File: config.mk
export PLATFORM = sky130hd
export DESIGN_NAME = seedrec_seq
export DESIGN_NICKNAME = d
export VERILOG_FILES = /design/src/rtl/seedrec_pkg.sv /design/src/rtl/seedrec_timer.sv /design/src/rtl/seedrec_bus.sv /design/src/rtl/seedrec_seq.sv
export SDC_FILE = /design/constraint.sdc
export NUM_CORES = 1
export LEC_CHECK = 0
export BUFFER_PORTS_ARGS = -buffer_cell sky130_fd_sc_hd__buf_2
export CELL_PAD_IN_SITES_DETAIL_PLACEMENT = 1
export CELL_PAD_IN_SITES_GLOBAL_PLACEMENT = 2
export CORE_MARGIN = 8
export CORE_UTILIZATION = 39
export DETAILED_ROUTE_END_ITERATION = 6
export PLACE_DENSITY = 0.91
export SKIP_LAST_GASP = 1
export SYNTH_ARGS = -nofsm -noshare
export SYNTH_HDL_FRONTEND = slang
export SYNTH_HIERARCHICAL = 1
export SYNTH_SLANG_ARGS = --single-unit
export TNS_END_PERCENT = 10
File: constraint.sdc
create_clock -name clk_i -period 3.65 [get_ports clk_i]
set_clock_uncertainty 0.05 [all_clocks]
set_input_delay 0.1825 -clock clk_i [delete_from_list [all_inputs] [get_ports clk_i]]
set_output_delay 0.1825 -clock clk_i [all_outputs]
set_load 0.03 [all_outputs]
File: src/rtl/seedrec_pkg.sv
package seedrec_pkg;
  typedef enum logic [3:0] {
    ST_IDLE,
    ST_SR_FIRST,
    ST_CR_READ,
    ST_CR_SET,
    ST_CR_CLR,
    ST_CR_POLL,
    ST_SR_POLL,
    ST_SR_CLR,
    ST_DISCARD,
    ST_SR_CONFIRM,
    ST_FATAL
  } seq_state_e;
endpackage

File: src/rtl/seedrec_timer.sv
module seedrec_timer #(
  parameter int W       = 32,
  parameter int DEFAULT = 1000000
) (
  input  logic         clk_i,
  input  logic         rst_ni,
  input  logic         cfg_we_i,
  input  logic [W-1:0] cfg_val_i,
  input  logic         arm_i,
  input  logic         clr_i,
  output logic         expired_o
);
  logic [W-1:0] limit_q, cnt_q;
  logic         armed_q;

  always_ff @(posedge clk_i or negedge rst_ni) begin
    if (!rst_ni) limit_q <= W'(DEFAULT);
    else if (cfg_we_i) limit_q <= cfg_val_i;
  end

  always_ff @(posedge clk_i or negedge rst_ni) begin
    if (!rst_ni) begin
      cnt_q   <= '0;
      armed_q <= 1'b0;
    end else if (clr_i) begin
      armed_q <= 1'b0;
    end else if (arm_i) begin
      cnt_q   <= limit_q;
      armed_q <= 1'b1;
    end else if (armed_q && cnt_q != '0) begin
      cnt_q <= cnt_q - 1'b1;
    end
  end

  assign expired_o = armed_q && (cnt_q == '0);

  AST_TMO_COUNTS: assert property (@(posedge clk_i) disable iff (!rst_ni)
    armed_q && cnt_q != '0 && !arm_i && !clr_i |=> cnt_q == $past(cnt_q) - 1'b1);
  AST_TMO_HOLDS: assert property (@(posedge clk_i) disable iff (!rst_ni)
    expired_o && !arm_i && !clr_i |=> expired_o);
endmodule

File: src/rtl/seedrec_bus.sv
module seedrec_bus #(
  parameter int AW = 8,
  parameter int DW = 32
) (
  input  logic          clk_i,
  input  logic          rst_ni,
  input  logic          go_i,
  input  logic          we_i,
  input  logic [AW-1:0] addr_i,
  input  logic [DW-1:0] wdata_i,
  output logic          req_o,
  output logic          we_o,
  output logic [AW-1:0] addr_o,
  output logic [DW-1:0] wdata_o,
  input  logic          ack_i,
  input  logic [DW-1:0] rdata_i,
  output logic          pend_o,
  output logic          rsp_vld_o,
  output logic [DW-1:0] rsp_data_o
);
  logic          req_q, we_q, rsp_q;
  logic [AW-1:0] addr_q;
  logic [DW-1:0] wdata_q, rsp_data_q;

  always_ff @(posedge clk_i or negedge rst_ni) begin
    if (!rst_ni) begin
      req_q      <= 1'b0;
      we_q       <= 1'b0;
      rsp_q      <= 1'b0;
      addr_q     <= '0;
      wdata_q    <= '0;
      rsp_data_q <= '0;
    end else if (req_q && ack_i) begin
      req_q      <= 1'b0;
      rsp_q      <= 1'b1;
      rsp_data_q <= rdata_i;
    end else if (go_i && !req_q && !rsp_q) begin
      req_q   <= 1'b1;
      we_q    <= we_i;
      addr_q  <= addr_i;
      wdata_q <= wdata_i;
      rsp_q   <= 1'b0;
    end else begin
      rsp_q <= 1'b0;
    end
  end

  assign req_o      = req_q;
  assign we_o       = we_q;
  assign addr_o     = addr_q;
  assign wdata_o    = wdata_q;
  assign pend_o     = req_q | rsp_q;
  assign rsp_vld_o  = rsp_q;
  assign rsp_data_o = rsp_data_q;

  AST_REQ_HOLD: assert property (@(posedge clk_i) disable iff (!rst_ni)
    req_q && !ack_i |=> req_q && $stable(addr_q) && $stable(we_q) && $stable(wdata_q));
  AST_ONE_OUTSTANDING: assert property (@(posedge clk_i) disable iff (!rst_ni)
    go_i |-> !pend_o);
  AST_RSP_AFTER_ACK: assert property (@(posedge clk_i) disable iff (!rst_ni)
    $rose(rsp_q) |-> $past(req_q && ack_i));
endmodule

File: src/rtl/seedrec_seq.sv
module seedrec_seq
  import seedrec_pkg::*;
#(
  parameter int          AW        = 8,
  parameter int          DW        = 32,
  parameter logic [7:0]  CTRL_ADDR = 8'h00,
  parameter logic [7:0]  STAT_ADDR = 8'h04,
  parameter logic [7:0]  DATA_ADDR = 8'h08,
  parameter int          RST_BIT   = 30,
  parameter int          SECS_BIT  = 2,
  parameter int          SEIS_BIT  = 6,
  parameter int          DISCARDS  = 12,
  parameter int          CLK_HZ    = 100000000,
  parameter int          TMO_W     = 32
) (
  input  logic             clk_i,
  input  logic             rst_ni,
  input  logic             mode_i,
  input  logic             err_flag_i,
  input  logic             zero_read_i,
  input  logic             cfg_tmo_we_i,
  input  logic [TMO_W-1:0] cfg_tmo_i,
  output logic             bus_req_o,
  output logic             bus_we_o,
  output logic [AW-1:0]    bus_addr_o,
  output logic [DW-1:0]    bus_wdata_o,
  input  logic             bus_ack_i,
  input  logic [DW-1:0]    bus_rdata_i,
  output logic             busy_o,
  output logic             done_o,
  output logic             fatal_o
);
  localparam int          TMO_DEFAULT = CLK_HZ / 100;
  localparam int          CNT_W       = $clog2(DISCARDS + 1);
  localparam logic [DW-1:0] RST_MASK  = DW'(1) << RST_BIT;
  localparam logic [DW-1:0] SECS_MASK = DW'(1) << SECS_BIT;
  localparam logic [DW-1:0] SEIS_MASK = DW'(1) << SEIS_BIT;

  seq_state_e    state_q;
  logic          mode_q, done_q;
  logic [DW-1:0] ctrl_q;
  logic [CNT_W-1:0] disc_q;

  logic          acc_go, acc_we, pend, rsp_vld, tmo_arm, tmo_clr, tmo_exp;
  logic [AW-1:0] acc_addr;
  logic [DW-1:0] acc_wdata, rsp_data;
  logic          rsp_secs, rsp_seis, rsp_rst;

  assign rsp_secs = |(rsp_data & SECS_MASK);
  assign rsp_seis = |(rsp_data & SEIS_MASK);
  assign rsp_rst  = |(rsp_data & RST_MASK);

  always_comb begin
    acc_go    = 1'b0;
    acc_we    = 1'b0;
    acc_addr  = AW'(STAT_ADDR);
    acc_wdata = '0;
    case (state_q)
      ST_SR_FIRST, ST_SR_POLL, ST_SR_CONFIRM: acc_go = 1'b1;
      ST_CR_READ, ST_CR_POLL: begin
        acc_go   = 1'b1;
        acc_addr = AW'(CTRL_ADDR);
      end
      ST_CR_SET: begin
        acc_go    = 1'b1;
        acc_we    = 1'b1;
        acc_addr  = AW'(CTRL_ADDR);
        acc_wdata = ctrl_q | RST_MASK;
      end
      ST_CR_CLR: begin
        acc_go    = 1'b1;
        acc_we    = 1'b1;
        acc_addr  = AW'(CTRL_ADDR);
        acc_wdata = ctrl_q & ~RST_MASK;
      end
      ST_SR_CLR: begin
        acc_go    = 1'b1;
        acc_we    = 1'b1;
        acc_wdata = ~SEIS_MASK;
      end
      ST_DISCARD: begin
        acc_go   = 1'b1;
        acc_addr = AW'(DATA_ADDR);
      end
      default: ;
    endcase
    if (pend) acc_go = 1'b0;
  end

  always_ff @(posedge clk_i or negedge rst_ni) begin
    if (!rst_ni) begin
      state_q <= ST_IDLE;
      mode_q  <= 1'b0;
      done_q  <= 1'b0;
      ctrl_q  <= '0;
      disc_q  <= '0;
    end else begin
      done_q <= 1'b0;
      case (state_q)
        ST_IDLE: if (err_flag_i || zero_read_i) begin
          mode_q  <= mode_i;
          disc_q  <= '0;
          state_q <= mode_i ? ST_SR_FIRST : ST_SR_CLR;
        end
        ST_SR_FIRST: if (rsp_vld) state_q <= rsp_secs ? ST_CR_READ : ST_SR_CLR;
        ST_CR_READ: if (rsp_vld) begin
          ctrl_q  <= rsp_data;
          state_q <= ST_CR_SET;
        end
        ST_CR_SET: if (rsp_vld) state_q <= ST_CR_CLR;
        ST_CR_CLR: if (rsp_vld) state_q <= ST_CR_POLL;
        ST_CR_POLL: if (rsp_vld) begin
          if (!rsp_rst) state_q <= ST_SR_POLL;
          else if (tmo_exp) state_q <= ST_FATAL;
        end
        ST_SR_POLL: if (rsp_vld) begin
          if (rsp_seis) state_q <= ST_FATAL;
          else if (rsp_secs) begin
            if (tmo_exp) state_q <= ST_FATAL;
          end else begin
            state_q <= ST_IDLE;
            done_q  <= 1'b1;
          end
        end
        ST_SR_CLR: if (rsp_vld) begin
          if (mode_q) begin
            state_q <= ST_IDLE;
            done_q  <= 1'b1;
          end else begin
            state_q <= ST_DISCARD;
          end
        end
        ST_DISCARD: if (rsp_vld) begin
          if (disc_q == CNT_W'(DISCARDS - 1)) begin
            disc_q  <= '0;
            state_q <= ST_SR_CONFIRM;
          end else begin
            disc_q <= disc_q + 1'b1;
          end
        end
        ST_SR_CONFIRM: if (rsp_vld) begin
          if (rsp_seis) state_q <= ST_FATAL;
          else begin
            state_q <= ST_IDLE;
            done_q  <= 1'b1;
          end
        end
        ST_FATAL: state_q <= ST_FATAL;
        default: state_q <= ST_IDLE;
      endcase
    end
  end

  assign tmo_arm = (state_q == ST_CR_CLR) && rsp_vld;
  assign tmo_clr = (state_q == ST_IDLE);

  seedrec_timer #(.W(TMO_W), .DEFAULT(TMO_DEFAULT)) u_timer (
    .clk_i     (clk_i),
    .rst_ni    (rst_ni),
    .cfg_we_i  (cfg_tmo_we_i),
    .cfg_val_i (cfg_tmo_i),
    .arm_i     (tmo_arm),
    .clr_i     (tmo_clr),
    .expired_o (tmo_exp)
  );

  seedrec_bus #(.AW(AW), .DW(DW)) u_bus (
    .clk_i      (clk_i),
    .rst_ni     (rst_ni),
    .go_i       (acc_go),
    .we_i       (acc_we),
    .addr_i     (acc_addr),
    .wdata_i    (acc_wdata),
    .req_o      (bus_req_o),
    .we_o       (bus_we_o),
    .addr_o     (bus_addr_o),
    .wdata_o    (bus_wdata_o),
    .ack_i      (bus_ack_i),
    .rdata_i    (bus_rdata_i),
    .pend_o     (pend),
    .rsp_vld_o  (rsp_vld),
    .rsp_data_o (rsp_data)
  );

  assign busy_o  = (state_q != ST_IDLE) && (state_q != ST_FATAL);
  assign done_o  = done_q;
  assign fatal_o = (state_q == ST_FATAL);

  AST_REQ_IN_SEQ: assert property (@(posedge clk_i) disable iff (!rst_ni)
    bus_req_o |-> busy_o);
  AST_START_CAUSE: assert property (@(posedge clk_i) disable iff (!rst_ni)
    $rose(busy_o) |-> $past(err_flag_i || zero_read_i));
  AST_DONE_PULSE: assert property (@(posedge clk_i) disable iff (!rst_ni)
    done_o |=> !done_o);
  AST_DONE_EXCL: assert property (@(posedge clk_i) disable iff (!rst_ni)
    done_o |-> !busy_o && !fatal_o);
  AST_FATAL_STICKY: assert property (@(posedge clk_i) disable iff (!rst_ni)
    fatal_o |=> fatal_o && !busy_o);
  AST_FATAL_QUIET: assert property (@(posedge clk_i) disable iff (!rst_ni)
    fatal_o |-> !bus_req_o);
endmodule

==> out/qor.csv <==
metric,value,unit
outcome,"finished, final reports clean",
Placement Rows,53,
Hold Path Class,in -> reg,
routed vias,6234,
total track usage,17.7,%
Die Span Y,163,um
first-pass GRT wire length,38100,um
setup TNS,0,ns
Mapped Cells,697,
routability congestion estimate,0.872,
syn avg cell area,12.1,sq um
largest net degree at the start of global routing,82,
final hold viol count,0,
number of warning messages in the yosys log,6,
Port Buffers,115,
hpwl dp,14400,um
post-synthesis sequential area ratio,53.9,%
Reg power frac,38.3,%
Placed Instances,1064,
Clock power frac,22.5,%
LEAKAGE,4.95,nW
required time of the critical path,3.95,ns
nets,948,
Gate power share,39.2,%
RSZ-0062 raised after global routing,no,
Crit Path Max Fanout,7,
clk slew on worst S/H paths,0.07,ns
Switching Share,39.0,%
Antenna Nets Post-Route,0,
share of cells above drive strength 1,37.0,%
area taken by multi-input logic gates,3610,sq um
pre-CTS setup slack,0.378,ns
H-tree lvl count,4,
final worst path period share,89.8,%
number of global-route vias before repair,6954,
Starting Density,39.9,%
Final Max Tran Viols,0,
TritonCTS Buffers,17,
Synth Register Bits,181,
total wire length,22500,um
Setup crit start kind,flop,
fillers,2271,
Max clock buf depth,2,
DRC errors left,0,
CTS sink count,181,
initial antenna violation count,1,
Final Setup Violations,0,
Relative slew margins,49.9,%
"commonest non-fill, non-tap cell in the layout",dfrtp_1,
ys async rst share,100,%
Worst-Margin Slew,0.745,ns
# IOs,116,
Max IR drop VDD,356,uV
max frequency,0.305,GHz
Clock Tree Root,clkbuf_16,
DR iter-0 viols,276,
Crit. End Element,flop,
post-route insts no fill,1164,
setup ws final,0.373,ns
cell taking the most area after synthesis,dfrtp_1,
"EDFF count, synth",0,
most frequent cells in the layout,"dfrtp_1 (174), mux2_2 (126), buf_2 (114)",
GR Overflow Total,0,
TritonCTS clock tree,done,
CP Data Arrival Time,3.57,ns
core footprint,21100,sq um
"Top FF cell, synth",dfrtp_1,
register area,4540,sq um
crit path kind,reg -> reg,
Netlist cell types,65,
Post-Syn Area,8420,sq um
DIE AREA,26500,sq um
max_cap viols,0,
worst skew pair latency,0.43,ns
P per Cell Area,801,nW/um^2
Layout area overhead,25.7,%
cell-internal power,0.00517,W
DR vias/cell,5.36,
switching power total,0.00330,W
TritonRoute pass-1 iters,5,
Synth area leaders,"dfrtp_1 (52%), mux2_2 (17%), a21o_1 (2.9%)",
drt wl/cell,19.4,um
Yosys top cell area share,51.7,%
die width,163,um
fin crit period,3.28,ns
## routing by layer
metal | track usage [%] | wire, um
met5 | 0 | 0
met3 | 3.87 | 817
met2 | 29.2 | 11300
met1 | 22.6 | 9910
met4 | 6.46 | 467
## per-stage QoR
step,hold slack [ns],util (%),area (sq um),total power [W]
3_3_place_gp,0.227,44.0,9290,0.00638
2_1_floorplan,-0.163,-,8440,0.00558
4_1_cts,0.195,50.2,10600,0.00851
3_5_place_dp,0.229,44.0,9290,0.00652
5_1_grt,0.235,50.2,10600,0.00900
6_report,0.200,50.2,10600,0.00848
## kinds of logic (layout without fill, tap and decap cells)
| logic type | count (synthesis) | in the layout | share of synthesized area (%) |
|---|---|---|---|
| flip-flops | 181 | 181 | 53.9 |
| AO/OA/AOI/OAI | 164 | 164 | 13.6 |
| AND/OR/NAND/NOR | 150 | 150 | 9.97 |
| multiplexers | 137 | 137 | 18.7 |
| buffers and inverters | 62 | 248 | 3.48 |
| adder cells (fa/ha/maj) | 2 | 2 | 0.297 |
| other | 1 | 7 | 0.0446 |
## layout make-up
class	instances	share of cell area, %
Tap cell	275	3.25
Antenna cell	1	0.0236
Timing Repair Buffer	200	13.2
Multi-Input combinational cell	459	34.1
Sequential cell	181	42.9
Inverter	16	0.579
Clock inverter	14	1.74
Clock buffer	18	4.15
## power groups by stage
stage               Clock [W]  Sequential (W)  Combinational (W)
floorplan                   0         0.00351            0.00207
finish                0.00191         0.00325            0.00332
global route          0.00203         0.00336            0.00362
detailed placement          0         0.00327            0.00325
global placement            0         0.00322            0.00316
CTS                   0.00194         0.00324            0.00333
## state kept, by name, summed over array words and instances (netlist names), 4 cells and up
register / count
state_q: 4
u_bus/wdata_o: 32
ctrl_q: 31
u_timer/limit_q: 32
disc_q: 4
u_bus/rsp_data_o: 32
u_timer/cnt_q: 32
u_bus/addr_o: 8
## worst max-delay path, stage by stage, from the launching register on
cell	delay, ns
dfrtp_1	0.39
inv_1	0.10
ha_1	0.22
or4b_1	0.61
nor3_1	0.33
and4_1	0.30
and3_1	0.28
o21ai_1	0.08
a2111oi_1	0.51
o22ai_1	0.16
a32oi_1	0.16
## final timing paths
kind	start	cells after the start	endpoint	slack, ns
setup / recovery	u_timer/cnt_q[0]	10	state_q[3]	0.37
setup reg to reg	u_timer/cnt_q[0]	10	state_q[3]	0.37
max in group asynchronous	rst_ni	3	ctrl_q[6]	2.32
hold / removal	err_flag_i	5	disc_q[0]	0.20
hold reg to reg	u_bus/rsp_data_o[31]	1	ctrl_q[31]	0.45
min in group asynchronous	rst_ni	2	u_timer/limit_q[1]	0.30
## synthesized netlist by cell type, drive strengths merged, types with 3 or more instances
library cell	instances
dfrtp	174
mux2	135
o21ai	45
nor2	38
a21o	33
clkbuf	26
nand2	23
a21oi	20
buf	20
nor3	16
inv	15
or4	12
a22oi	11
nor4	10
nand3	8
dfstp	7
a22o	6
nor2b	6
o22ai	6
or2	6
or3	6
a31oi	5
a32oi	5
a211oi	4
a32o	4
and2	4
nand2b	4
nand3b	4
o2bb2ai	4
and3	3
nor3b	3
o22a	3
o31ai	3
## what timing repair did
item	4_1_cts	5_1_grt
setup buffers	0	0
gates resized for setup	0	1
endpoints found under the hold margin	137	0
setup endpoints to repair	0	1
hold buffers	67	0
Note: power is estimated with default switching activity, not from simulation.
